$ cat config.mk
export PLATFORM = sky130hd
export DESIGN_NAME = nest_irq_ctrl
export DESIGN_NICKNAME = d
export VERILOG_FILES = /design/src/rtl/nest_irq_pkg.sv /design/src/rtl/irq_req_latch.sv /design/src/rtl/irq_prio_arbiter.sv /design/src/rtl/irq_nest_track.sv /design/src/rtl/nest_irq_ctrl.sv
export SDC_FILE = /design/constraint.sdc
export NUM_CORES = 1
export LEC_CHECK = 0
export ABC_AREA = 1
export CORE_ASPECT_RATIO = 0.7
export CORE_MARGIN = 3
export CORE_UTILIZATION = 40
export DETAILED_ROUTE_END_ITERATION = 8
export GPL_ROUTABILITY_DRIVEN = 0
export PLACE_DENSITY = 0.7
export SLEW_MARGIN = 20
export SYNTH_ARGS = -nofsm -noshare
export SYNTH_HDL_FRONTEND = slang
export SYNTH_SLANG_ARGS = --single-unit
$ cat constraint.sdc
create_clock -name clk -period 50.4 [get_ports clk]
set_input_delay 10.08 -clock clk [delete_from_list [all_inputs] [get_ports clk]]
set_output_delay 10.08 -clock clk [all_outputs]
set_load 0.01 [all_outputs]
$ cat src/rtl/nest_irq_pkg.sv
package nest_irq_pkg;
  localparam int LVL_W = 3;
  localparam int NLVL  = 1 << LVL_W;

  typedef struct packed {
    logic             masked;
    logic [LVL_W-1:0] level;
  } irq_ctrl_t;

  localparam irq_ctrl_t CTRL_RST = '{masked: 1'b1, level: {LVL_W{1'b1}}};
endpackage

$ cat src/rtl/irq_req_latch.sv
module irq_req_latch #(
  parameter int NSRC  = 16,
  localparam int SRC_W = $clog2(NSRC)
) (
  input  logic             clk,
  input  logic             rst_n,
  input  logic [NSRC-1:0]  irq_in,
  input  logic             clr_en,
  input  logic [SRC_W-1:0] clr_idx,
  output logic [NSRC-1:0]  pend_q
);
  logic [NSRC-1:0] line_q;

  for (genvar g = 0; g < NSRC; g++) begin : g_src
    logic rise, hit, pend_en, pend_nx;

    always_comb begin
      rise    = irq_in[g] & ~line_q[g];
      hit     = clr_en && (clr_idx == SRC_W'(g));
      pend_en = rise | hit;
      pend_nx = rise | (pend_q[g] & ~hit);
    end

    always_ff @(posedge clk or negedge rst_n) begin
      if (!rst_n) begin
        line_q[g] <= 1'b0;
        pend_q[g] <= 1'b0;
      end else begin
        line_q[g] <= irq_in[g];
        if (pend_en) pend_q[g] <= pend_nx;
      end
    end

    a_r4_set_on_edge_only: assert property (@(posedge clk) disable iff (!rst_n)
      (!pend_q[g] && !(irq_in[g] && !line_q[g])) |=> !pend_q[g]);
  end
endmodule

$ cat src/rtl/irq_prio_arbiter.sv
module irq_prio_arbiter
  import nest_irq_pkg::*;
#(
  parameter int NSRC  = 16,
  localparam int SRC_W = $clog2(NSRC)
) (
  input  logic                 clk,
  input  logic                 rst_n,
  input  logic [NSRC-1:0]      pend,
  input  irq_ctrl_t [NSRC-1:0] ctrl,
  output logic                 best_vld,
  output logic [SRC_W-1:0]     best_idx,
  output logic [LVL_W-1:0]     best_lvl
);
  always_comb begin
    best_vld = 1'b0;
    best_idx = '0;
    best_lvl = '1;
    // scan from the top index down so the lowest index wins a tie
    for (int i = NSRC - 1; i >= 0; i--) begin
      if (pend[i] && !ctrl[i].masked && (!best_vld || ctrl[i].level <= best_lvl)) begin
        best_vld = 1'b1;
        best_idx = SRC_W'(i);
        best_lvl = ctrl[i].level;
      end
    end
  end

  a_r3_winner_unmasked: assert property (@(posedge clk) disable iff (!rst_n)
    best_vld |-> (pend[best_idx] && !ctrl[best_idx].masked));
  a_r5_winner_level: assert property (@(posedge clk) disable iff (!rst_n)
    best_vld |-> (ctrl[best_idx].level == best_lvl));
endmodule

$ cat src/rtl/irq_nest_track.sv
module irq_nest_track
  import nest_irq_pkg::*;
(
  input  logic             clk,
  input  logic             rst_n,
  input  logic             nmi_in,
  input  logic             ack_nmi,
  input  logic             ack_mask,
  input  logic [LVL_W-1:0] ack_lvl,
  input  logic             reti,
  output logic             nmi_pend,
  output logic             nmi_isr,
  output logic             cur_vld,
  output logic [LVL_W-1:0] cur_lvl
);
  logic [NLVL-1:0] isr_q, isr_nx, isr_low;
  logic            isr_en;
  logic            nmi_line_q, nmi_rise;
  logic            nmi_pend_q, nmi_pend_nx, nmi_pend_en;
  logic            nmi_isr_q, nmi_isr_nx, nmi_isr_en;

  always_comb begin
    nmi_rise    = nmi_in & ~nmi_line_q;
    nmi_pend_en = nmi_rise | ack_nmi;
    nmi_pend_nx = nmi_rise | (nmi_pend_q & ~ack_nmi);
    nmi_isr_en  = ack_nmi | (reti & nmi_isr_q);
    nmi_isr_nx  = ack_nmi;

    isr_low = isr_q & (~isr_q + 1'b1);
    isr_en  = ack_mask | (reti & ~nmi_isr_q);
    isr_nx  = isr_q;
    if (reti && !nmi_isr_q) isr_nx = isr_nx & ~isr_low;
    if (ack_mask)           isr_nx[ack_lvl] = 1'b1;

    cur_vld = |isr_q;
    cur_lvl = '0;
    for (int i = NLVL - 1; i >= 0; i--) begin
      if (isr_q[i]) cur_lvl = LVL_W'(i);
    end
  end

  always_ff @(posedge clk or negedge rst_n) begin
    if (!rst_n) begin
      nmi_line_q <= 1'b0;
      nmi_pend_q <= 1'b0;
      nmi_isr_q  <= 1'b0;
      isr_q      <= '0;
    end else begin
      nmi_line_q <= nmi_in;
      if (nmi_pend_en) nmi_pend_q <= nmi_pend_nx;
      if (nmi_isr_en)  nmi_isr_q  <= nmi_isr_nx;
      if (isr_en)      isr_q      <= isr_nx;
    end
  end

  assign nmi_pend = nmi_pend_q;
  assign nmi_isr  = nmi_isr_q;

  a_r7_ack_marks_level: assert property (@(posedge clk) disable iff (!rst_n)
    ack_mask |=> isr_q[$past(ack_lvl)]);
  a_r8_reti_drops_one: assert property (@(posedge clk) disable iff (!rst_n)
    (reti && !nmi_isr_q && !ack_mask && (isr_q != '0)) |=>
      ($countones(isr_q) == $countones($past(isr_q)) - 1));
  a_r10_nmi_reti_keeps_levels: assert property (@(posedge clk) disable iff (!rst_n)
    (reti && nmi_isr_q) |=> (!nmi_isr_q && $stable(isr_q)));
endmodule

$ cat src/rtl/nest_irq_ctrl.sv
module nest_irq_ctrl
  import nest_irq_pkg::*;
#(
  parameter int NSRC  = 16,
  localparam int SRC_W = $clog2(NSRC)
) (
  input  logic             clk,
  input  logic             rst_n,
  input  logic [NSRC-1:0]  irq_in,
  input  logic             nmi_in,
  input  logic             reg_wr,
  input  logic [SRC_W-1:0] reg_addr,
  input  logic [LVL_W:0]   reg_wdata,
  output logic [LVL_W:0]   reg_rdata,
  input  logic             cpu_ack,
  input  logic             cpu_reti,
  output logic             cpu_req,
  output logic             cpu_nmi,
  output logic [SRC_W-1:0] cpu_src,
  output logic [LVL_W-1:0] cur_lvl,
  output logic             isr_busy,
  output logic             nmi_busy
);
  logic [1:0]           rst_sync_q;
  logic                 rst_n_s;
  irq_ctrl_t [NSRC-1:0] ctrl_q;
  logic [NSRC-1:0]      pend;
  logic                 best_vld;
  logic [SRC_W-1:0]     best_idx;
  logic [LVL_W-1:0]     best_lvl;
  logic                 nmi_pend, nmi_isr, cur_vld;
  logic                 mask_req, ack_ok, ack_nmi, ack_mask;

  // reset asserts at once, releases after two clock edges
  always_ff @(posedge clk or negedge rst_n) begin
    if (!rst_n) rst_sync_q <= 2'b00;
    else        rst_sync_q <= {rst_sync_q[0], 1'b1};
  end
  assign rst_n_s = rst_sync_q[1];

  for (genvar g = 0; g < NSRC; g++) begin : g_ctrl
    logic wr_en;
    assign wr_en = reg_wr && (reg_addr == SRC_W'(g));
    always_ff @(posedge clk or negedge rst_n_s) begin
      if (!rst_n_s)   ctrl_q[g] <= CTRL_RST;
      else if (wr_en) ctrl_q[g] <= irq_ctrl_t'(reg_wdata);
    end
  end
  assign reg_rdata = ctrl_q[reg_addr];

  irq_req_latch #(.NSRC(NSRC)) u_latch (
    .clk(clk), .rst_n(rst_n_s), .irq_in(irq_in),
    .clr_en(ack_mask), .clr_idx(best_idx), .pend_q(pend)
  );

  irq_prio_arbiter #(.NSRC(NSRC)) u_arb (
    .clk(clk), .rst_n(rst_n_s), .pend(pend), .ctrl(ctrl_q),
    .best_vld(best_vld), .best_idx(best_idx), .best_lvl(best_lvl)
  );

  irq_nest_track u_track (
    .clk(clk), .rst_n(rst_n_s), .nmi_in(nmi_in),
    .ack_nmi(ack_nmi), .ack_mask(ack_mask), .ack_lvl(best_lvl),
    .reti(cpu_reti), .nmi_pend(nmi_pend), .nmi_isr(nmi_isr),
    .cur_vld(cur_vld), .cur_lvl(cur_lvl)
  );

  always_comb begin
    cpu_nmi  = nmi_pend & ~nmi_isr;
    mask_req = ~nmi_isr & best_vld & (~cur_vld | (best_lvl < cur_lvl));
    cpu_req  = cpu_nmi | mask_req;
    ack_ok   = cpu_ack & cpu_req;
    ack_nmi  = ack_ok & cpu_nmi;
    ack_mask = ack_ok & ~cpu_nmi;
  end

  assign cpu_src  = best_idx;
  assign isr_busy = cur_vld;
  assign nmi_busy = nmi_isr;

  a_r3_no_masked_offer: assert property (@(posedge clk) disable iff (!rst_n_s)
    (cpu_req && !cpu_nmi) |-> !ctrl_q[cpu_src].masked);
  a_r6_only_preempting: assert property (@(posedge clk) disable iff (!rst_n_s)
    (cpu_req && !cpu_nmi && isr_busy) |-> (ctrl_q[cpu_src].level < cur_lvl));
  a_r10_nmi_blocks: assert property (@(posedge clk) disable iff (!rst_n_s)
    nmi_busy |-> !(cpu_req && !cpu_nmi));
  a_r11_stray_ack: assert property (@(posedge clk) disable iff (!rst_n_s)
    (cpu_ack && !cpu_req && !cpu_reti) |=>
      ($stable(cur_lvl) && $stable(isr_busy) && $stable(nmi_busy)));
endmodule

Word level (Yosys, flattened, before mapping)
Index checks and enable logic that the tools add are counted.
{"block": "classes", "muxes": 62, "addsub": 1, "order_cmp": 19, "eq_ne": 30, "bitwise": 122, "n_reduce_logical": 115}
{"operator": "$mux 3", "n": 24}
{"operator": "$mux 4", "n": 17}
{"operator": "$logic_and 1x1->1", "n": 65}
{"operator": "$eq 4x4->1 const B", "n": 16}
{"operator": "$le 3x3->1", "n": 15}
{"operator": "$and 1x1->1", "n": 42}
{"operator": "$or 1x1->1", "n": 38}
{"operator": "$not 1->1", "n": 37}
{"operator": "$eq 4x3->1 const B", "n": 8}
{"operator": "$logic_not 1->1", "n": 32}
{"operator": "$mux 1", "n": 17}
{"operator": "$and 8x8->8", "n": 2}
{"operator": "$bmux 4 s4", "n": 1}
{"operator": "$eq 4x2->1 const B", "n": 4}
{"operator": "$mux 8", "n": 2}
{"operator": "$not 8->8", "n": 2}
{"operator": "$logic_or 1x1->1", "n": 15}
{"operator": "$add 8x1->8 const B", "n": 1}
{"operator": "$eq 4x1->1 const B", "n": 2}
{"operator": "$logic_not 4->1", "n": 2}
{"operator": "$or 8x8->8", "n": 1}
{"operator": "$reduce_or 8->1", "n": 1}
{"operator": "$lt 4x5->1 const B", "n": 1}
{"operator": "$lt 3x4->1 const B", "n": 1}
{"operator": "other kinds (3)", "n": 3}
{"block": "word_totals", "out_inout_bits": 15, "elab_cells": 418, "inputBits": 30, "reg_bits": 109}

Longest topological paths before layout
{"block": "depth", "word_depth": 73, "depth_mapped": 136, "depth_no_buf": 135}

Cells and area by module
From an unflattened synthesis, not the netlist that was laid out.
{"block": "unflattened", "cells_unflattened": 1048, "area_unflattened_um2": 7439.6}
{"module": "nest_irq_ctrl", "n_inst": 1, "area_per_inst_um2": 3364.5, "cells_per_inst": 443}
{"module": "irq_prio_arbiter", "n_inst": 1, "area_per_inst_um2": 2277.2, "cells_per_inst": 402}
{"module": "irq_req_latch", "n_inst": 1, "area_per_inst_um2": 1218.7, "cells_per_inst": 131}
{"module": "irq_nest_track", "n_inst": 1, "area_per_inst_um2": 579.3, "cells_per_inst": 72}

Worst setup path after synthesis
No wires, ideal clock.
{"block": "synth_timing", "kind": "register to output", "from": "reg ctrl_q[63] in the netlist's numbering", "to": "out cpu_req", "path_buffers": 1, "arrival_ns": 16.181, "path_stages_with_launch": 132, "required_ns": 40.320, "setup_slack_ns": 24.139, "cell_sequence": "dfstp_2 -> inv_2 -> nand2_4 -> nor2_1 -> ha_1 -> nand3_1 -> nand2_1 -> inv_1 -> nand2_1 -> nand2_2 -> inv_1 -> nand2_1 -> nand2_1 -> ha_1 -> nand2_1 -> o21ai_0 -> nand2_1 -> nand2_1 -> [... 96 more ...] -> nand3_1 -> nand2_1 -> inv_1 -> ha_1 -> a21oi_1 -> a32oi_1 -> nand2_2 -> nand2_4 -> or2_2 -> nand2_2 -> inv_1 -> ha_1 -> a21oi_1 -> nand2_2 -> nand2_4 -> buf_8 -> nand2_1 -> nand2_1"}
{"block": "synth_between", "elab_chain_len": 67, "word_cells_on_any_way": 99, "classes_between": "order compare (16); mux (32); bitwise (4); reduce/logical (47)"}
{"element": "from (decl)", "line": "nest_irq_ctrl.sv:26", "source": "irq_ctrl_t [NSRC-1:0] ctrl_q;"}
{"element": "from (signal, indexed assignment)", "line": "nest_irq_ctrl.sv:46", "source": "else if (wr_en) ctrl_q[g] <= irq_ctrl_t'(reg_wdata);"}
{"element": "$logic_not 1->1 *", "line": "irq_prio_arbiter.sv:21", "source": "if (pend[i] && !ctrl[i].masked && (!best_vld || ctrl[i].level <= best_lvl)) begin"}
{"element": "$logic_and 1x1->1 *", "line": "irq_prio_arbiter.sv:21"}
{"element": "$mux 3 / $mux 1 (equally long branches)", "line": "irq_prio_arbiter.sv:21"}
{"element": "$le 3x3->1 / $logic_not 1->1 (equally long branches)", "line": "irq_prio_arbiter.sv:21"}
{"element": "$logic_or 1x1->1", "line": "irq_prio_arbiter.sv:21"}
{"element": "$logic_and 1x1->1", "line": "irq_prio_arbiter.sv:21"}
{"element": "$mux 3 / $mux 1 (equally long branches)", "line": "irq_prio_arbiter.sv:21"}
{"element": "$le 3x3->1 / $logic_not 1->1 (equally long branches)", "line": "irq_prio_arbiter.sv:21"}
{"element": "[... 51 more ...]"}
{"element": "$le 3x3->1 / $logic_not 1->1 (equally long branches)", "line": "irq_prio_arbiter.sv:21"}
{"element": "$logic_or 1x1->1", "line": "irq_prio_arbiter.sv:21"}
{"element": "$logic_and 1x1->1", "line": "irq_prio_arbiter.sv:21"}
{"element": "$mux 3", "line": "irq_prio_arbiter.sv:21"}
{"element": "$lt 3x3->1", "line": "nest_irq_ctrl.sv:70", "source": "mask_req = ~nmi_isr & best_vld & (~cur_vld | (best_lvl < cur_lvl));"}
{"element": "$or 1x1->1", "line": "nest_irq_ctrl.sv:70"}
{"element": "$and 1x1->1 *", "line": "nest_irq_ctrl.sv:70"}
{"element": "$or 1x1->1 *", "line": "nest_irq_ctrl.sv:71", "source": "cpu_req = cpu_nmi | mask_req;"}
{"element": "to (decl)", "line": "nest_irq_ctrl.sv:17", "source": "output logic cpu_req,"}
Mark *: on every way between the ends. The rest lies on a longest branch, timed or not.

Worst setup path in the final report
Same ends and word-level chain as after synthesis.

==> reports/metrics.yaml <==
clock.fmax_mhz: 33.88
yosysWarningCount: 0
setup_violations: 0
cts.sinks: 109
slowest_stage: "dfstp_2"
grt_max_degree: 75
insertion_delay_ns: 0.37
worst_hold_slack_ns: 0.2658
finClkSkew_ns: 0.01069
cts_made_buffers: 9
fin_crit_sh_pct: 58.56
cts_root_buf: "clkbuf_16"
finalMaxSlewViolations: 0
final_cells: 1232
totalWireLength_um: 19640
vias: 6545
htree_levels: 3
synth_largest_area_cell: "dfstp_2"
rsz0062_at_grt: "no"
drc_errors: 0
synth_nets: 1025
post_cts_buffers: 0
worst_pin_slew_ns: 0.9488
dp_cells: 1216
yosysSeqAreaShare_pct: 39.69
fin_crit_ns: 29.51
first_iter_violations: 591
grt_antenna_before_repair: 0
fp.dieH_um: 117.3
grt_use_met3_pct: 5.311
dieArea_mm2: 0.01934
route.detailed.wl_per_inst_um: 15.94
dpl.hpwl_um: 14970
chipWidth_um: 165.0
viasPerCell: 5.313
cap_violations: 0
cp.required_ns: 40.32
dr.pass1.iters: 5
grt-ovfl-total: 0
n_antenna_cell: 0
grt_pass1_vias: 6080
path_max_fanout: 18
grt_use_total_pct: 21.39
critPathArrivalTime_ns: 19.43
port_buffers: 44
synth_area_leaders: "dfstp_2 (24%), dfrtp_1 (16%), nand2_1 (14%)"
cts_tree: "yes"
grt_busiest_layer: "met1"
slowest_delay_ns: 0.56
nNetsFinal: 1073
rrSetupSlack_ns: 31.58
synth_cells: 948
syn_avg_cell_area_um2: 7.462
area_growth_pct: 14.33
synth_ff_type: "dfstp_2"
relSlewSlack_pct: 36.75
placementRows: 40
io_pins: 45
grt_pass1_wl_um: 32080
synthesis.area_mm2: 0.007074
grt_use_met1_pct: 33.12
status: "completed"
cpMostUsedCell: "nand2_1"
ys_types: 40
critical_path_class: "flip-flop to output port"
coreArea_mm2: 0.01727
clk_pin_slew_ns: 0.08
yosysTopAreaCellShare_pct: 23.77
post-route-util_pct: 46.84
synth_edf_count: 0
fin_setup_tns_ns: 0
hold_path_class: "flip-flop to asynchronous set/reset pin"
ant_nets: 0
crit_path_end_kind: "output port"
cts_hold_buffers: 0
cts_max_path_buffers: 2
ctsResizeCount: 0
grtUsageMet2_pct: 29.62
ys_ff_latch: 109
initial_core_util_pct: 40.97
crit_path_start_kind: "flip-flop"
async_flop_share_pct: 100.0
hold_violations: 0
drive_gt1_share_pct: 13.49
flip-flops by register name (all words and copies together) (netlist names):
name                count
ctrl_q                 64
u_latch.line_q         16
u_latch.pend_q         16
u_track.isr_q           8
rst_sync_q              2
u_track.nmi_isr         1
u_track.nmi_line_q      1
u_track.nmi_pend        1
metal layers:
metal,vias up,routed length [um]
met1,3041,9831
met4,0,281
met3,25,1789
met5,-,0
li1,3233,-
met2,246,7735
cell type report:
class / instances / area (um^2)
Fill cell: 1714 / 9179
Clock buffer: 10 / 239.0
Timing Repair Buffer: 45 / 447.9
Multi-Input combinational cell: 697 / 3721
Sequential cell: 109 / 2811
Clock inverter: 6 / 75.07
Tap cell: 231 / 289.0
Inverter: 134 / 504.2
layout by cell type (no fill, tap or decap), types with 3 or more instances in the layout:
master and instances:
a21oi_1 19, a22oi_1 3, and2_1 15, clkbuf_16 9, clkdlybuf4s50_1 44, clkinv_1 3, dfrtp_1 44, dfstp_2 64
ha_1 47, inv_1 125, inv_2 5, nand2_1 258, nand2_2 9, nand2_4 5, nand3_1 81, nand3_2 4
nand3b_1 3, nand4_1 20, nor2_1 57, nor2_2 6, o211ai_1 10, o21ai_0 113, o21ai_2 12, o22ai_1 14
or2_2 6
worst max-delay path, delay by kind of cell (launching register included):
| family | cells | cell delay, ns |
|---|---|---|
| flip-flops | 1 | 0.56 |
| buffers and inverters | 20 | 2.61 |
| AO/OA/AOI/OAI | 28 | 3.74 |
| AND/OR/NAND/NOR | 69 | 7.46 |
| adder cells (fa/ha/maj) | 16 | 4.65 |
worst paths after layout:
path / startpoint / to / depth (start not counted)
worst max-delay path: ctrl_q[63] / cpu_req / 133
worst max register to register: ctrl_q[63] / u_track.isr_q[6] / 132
worst min-delay path: rst_sync_q[1] / u_latch.pend_q[10] / 0
min in group clk: rst_sync_q[0] / rst_sync_q[1] / 0
max in group asynchronous: rst_n / rst_sync_q[1] / 1
worst min register to register: rst_sync_q[1] / u_latch.pend_q[10] / 0
synthesized netlist by cell type (all sizes together), types with 10 or more instances:
library cell	instances
nand2	272
nor2	63
ha	47
a21oi	21
nand4	20
o21ai	125
o211ai	10
o22ai	14
nand3	86
dfrtp	45
dfstp	64
and2	15
inv	130
metrics by stage:
step / area [um^2] / worst slack, ns
6_report: 8088 / 20.89
5_1_grt: 8088 / 18.74
4_1_cts: 8085 / 21.04
3_5_place_dp: 7771 / 21.58
3_3_place_gp: 7771 / 22.07
2_1_floorplan: 7074 / 24.14
cell families after synthesis:
kind of cell	share of synthesized area, %
simple gates	29.84
compound gates	14.36
buf+inv	7.747
flops	39.69
fa+ha+maj	8.313
other cells	0.05301
Power is left out: the tool's default activity adds up to more than one toggle a clock period on the data nets, which glitch-free logic cannot reach.
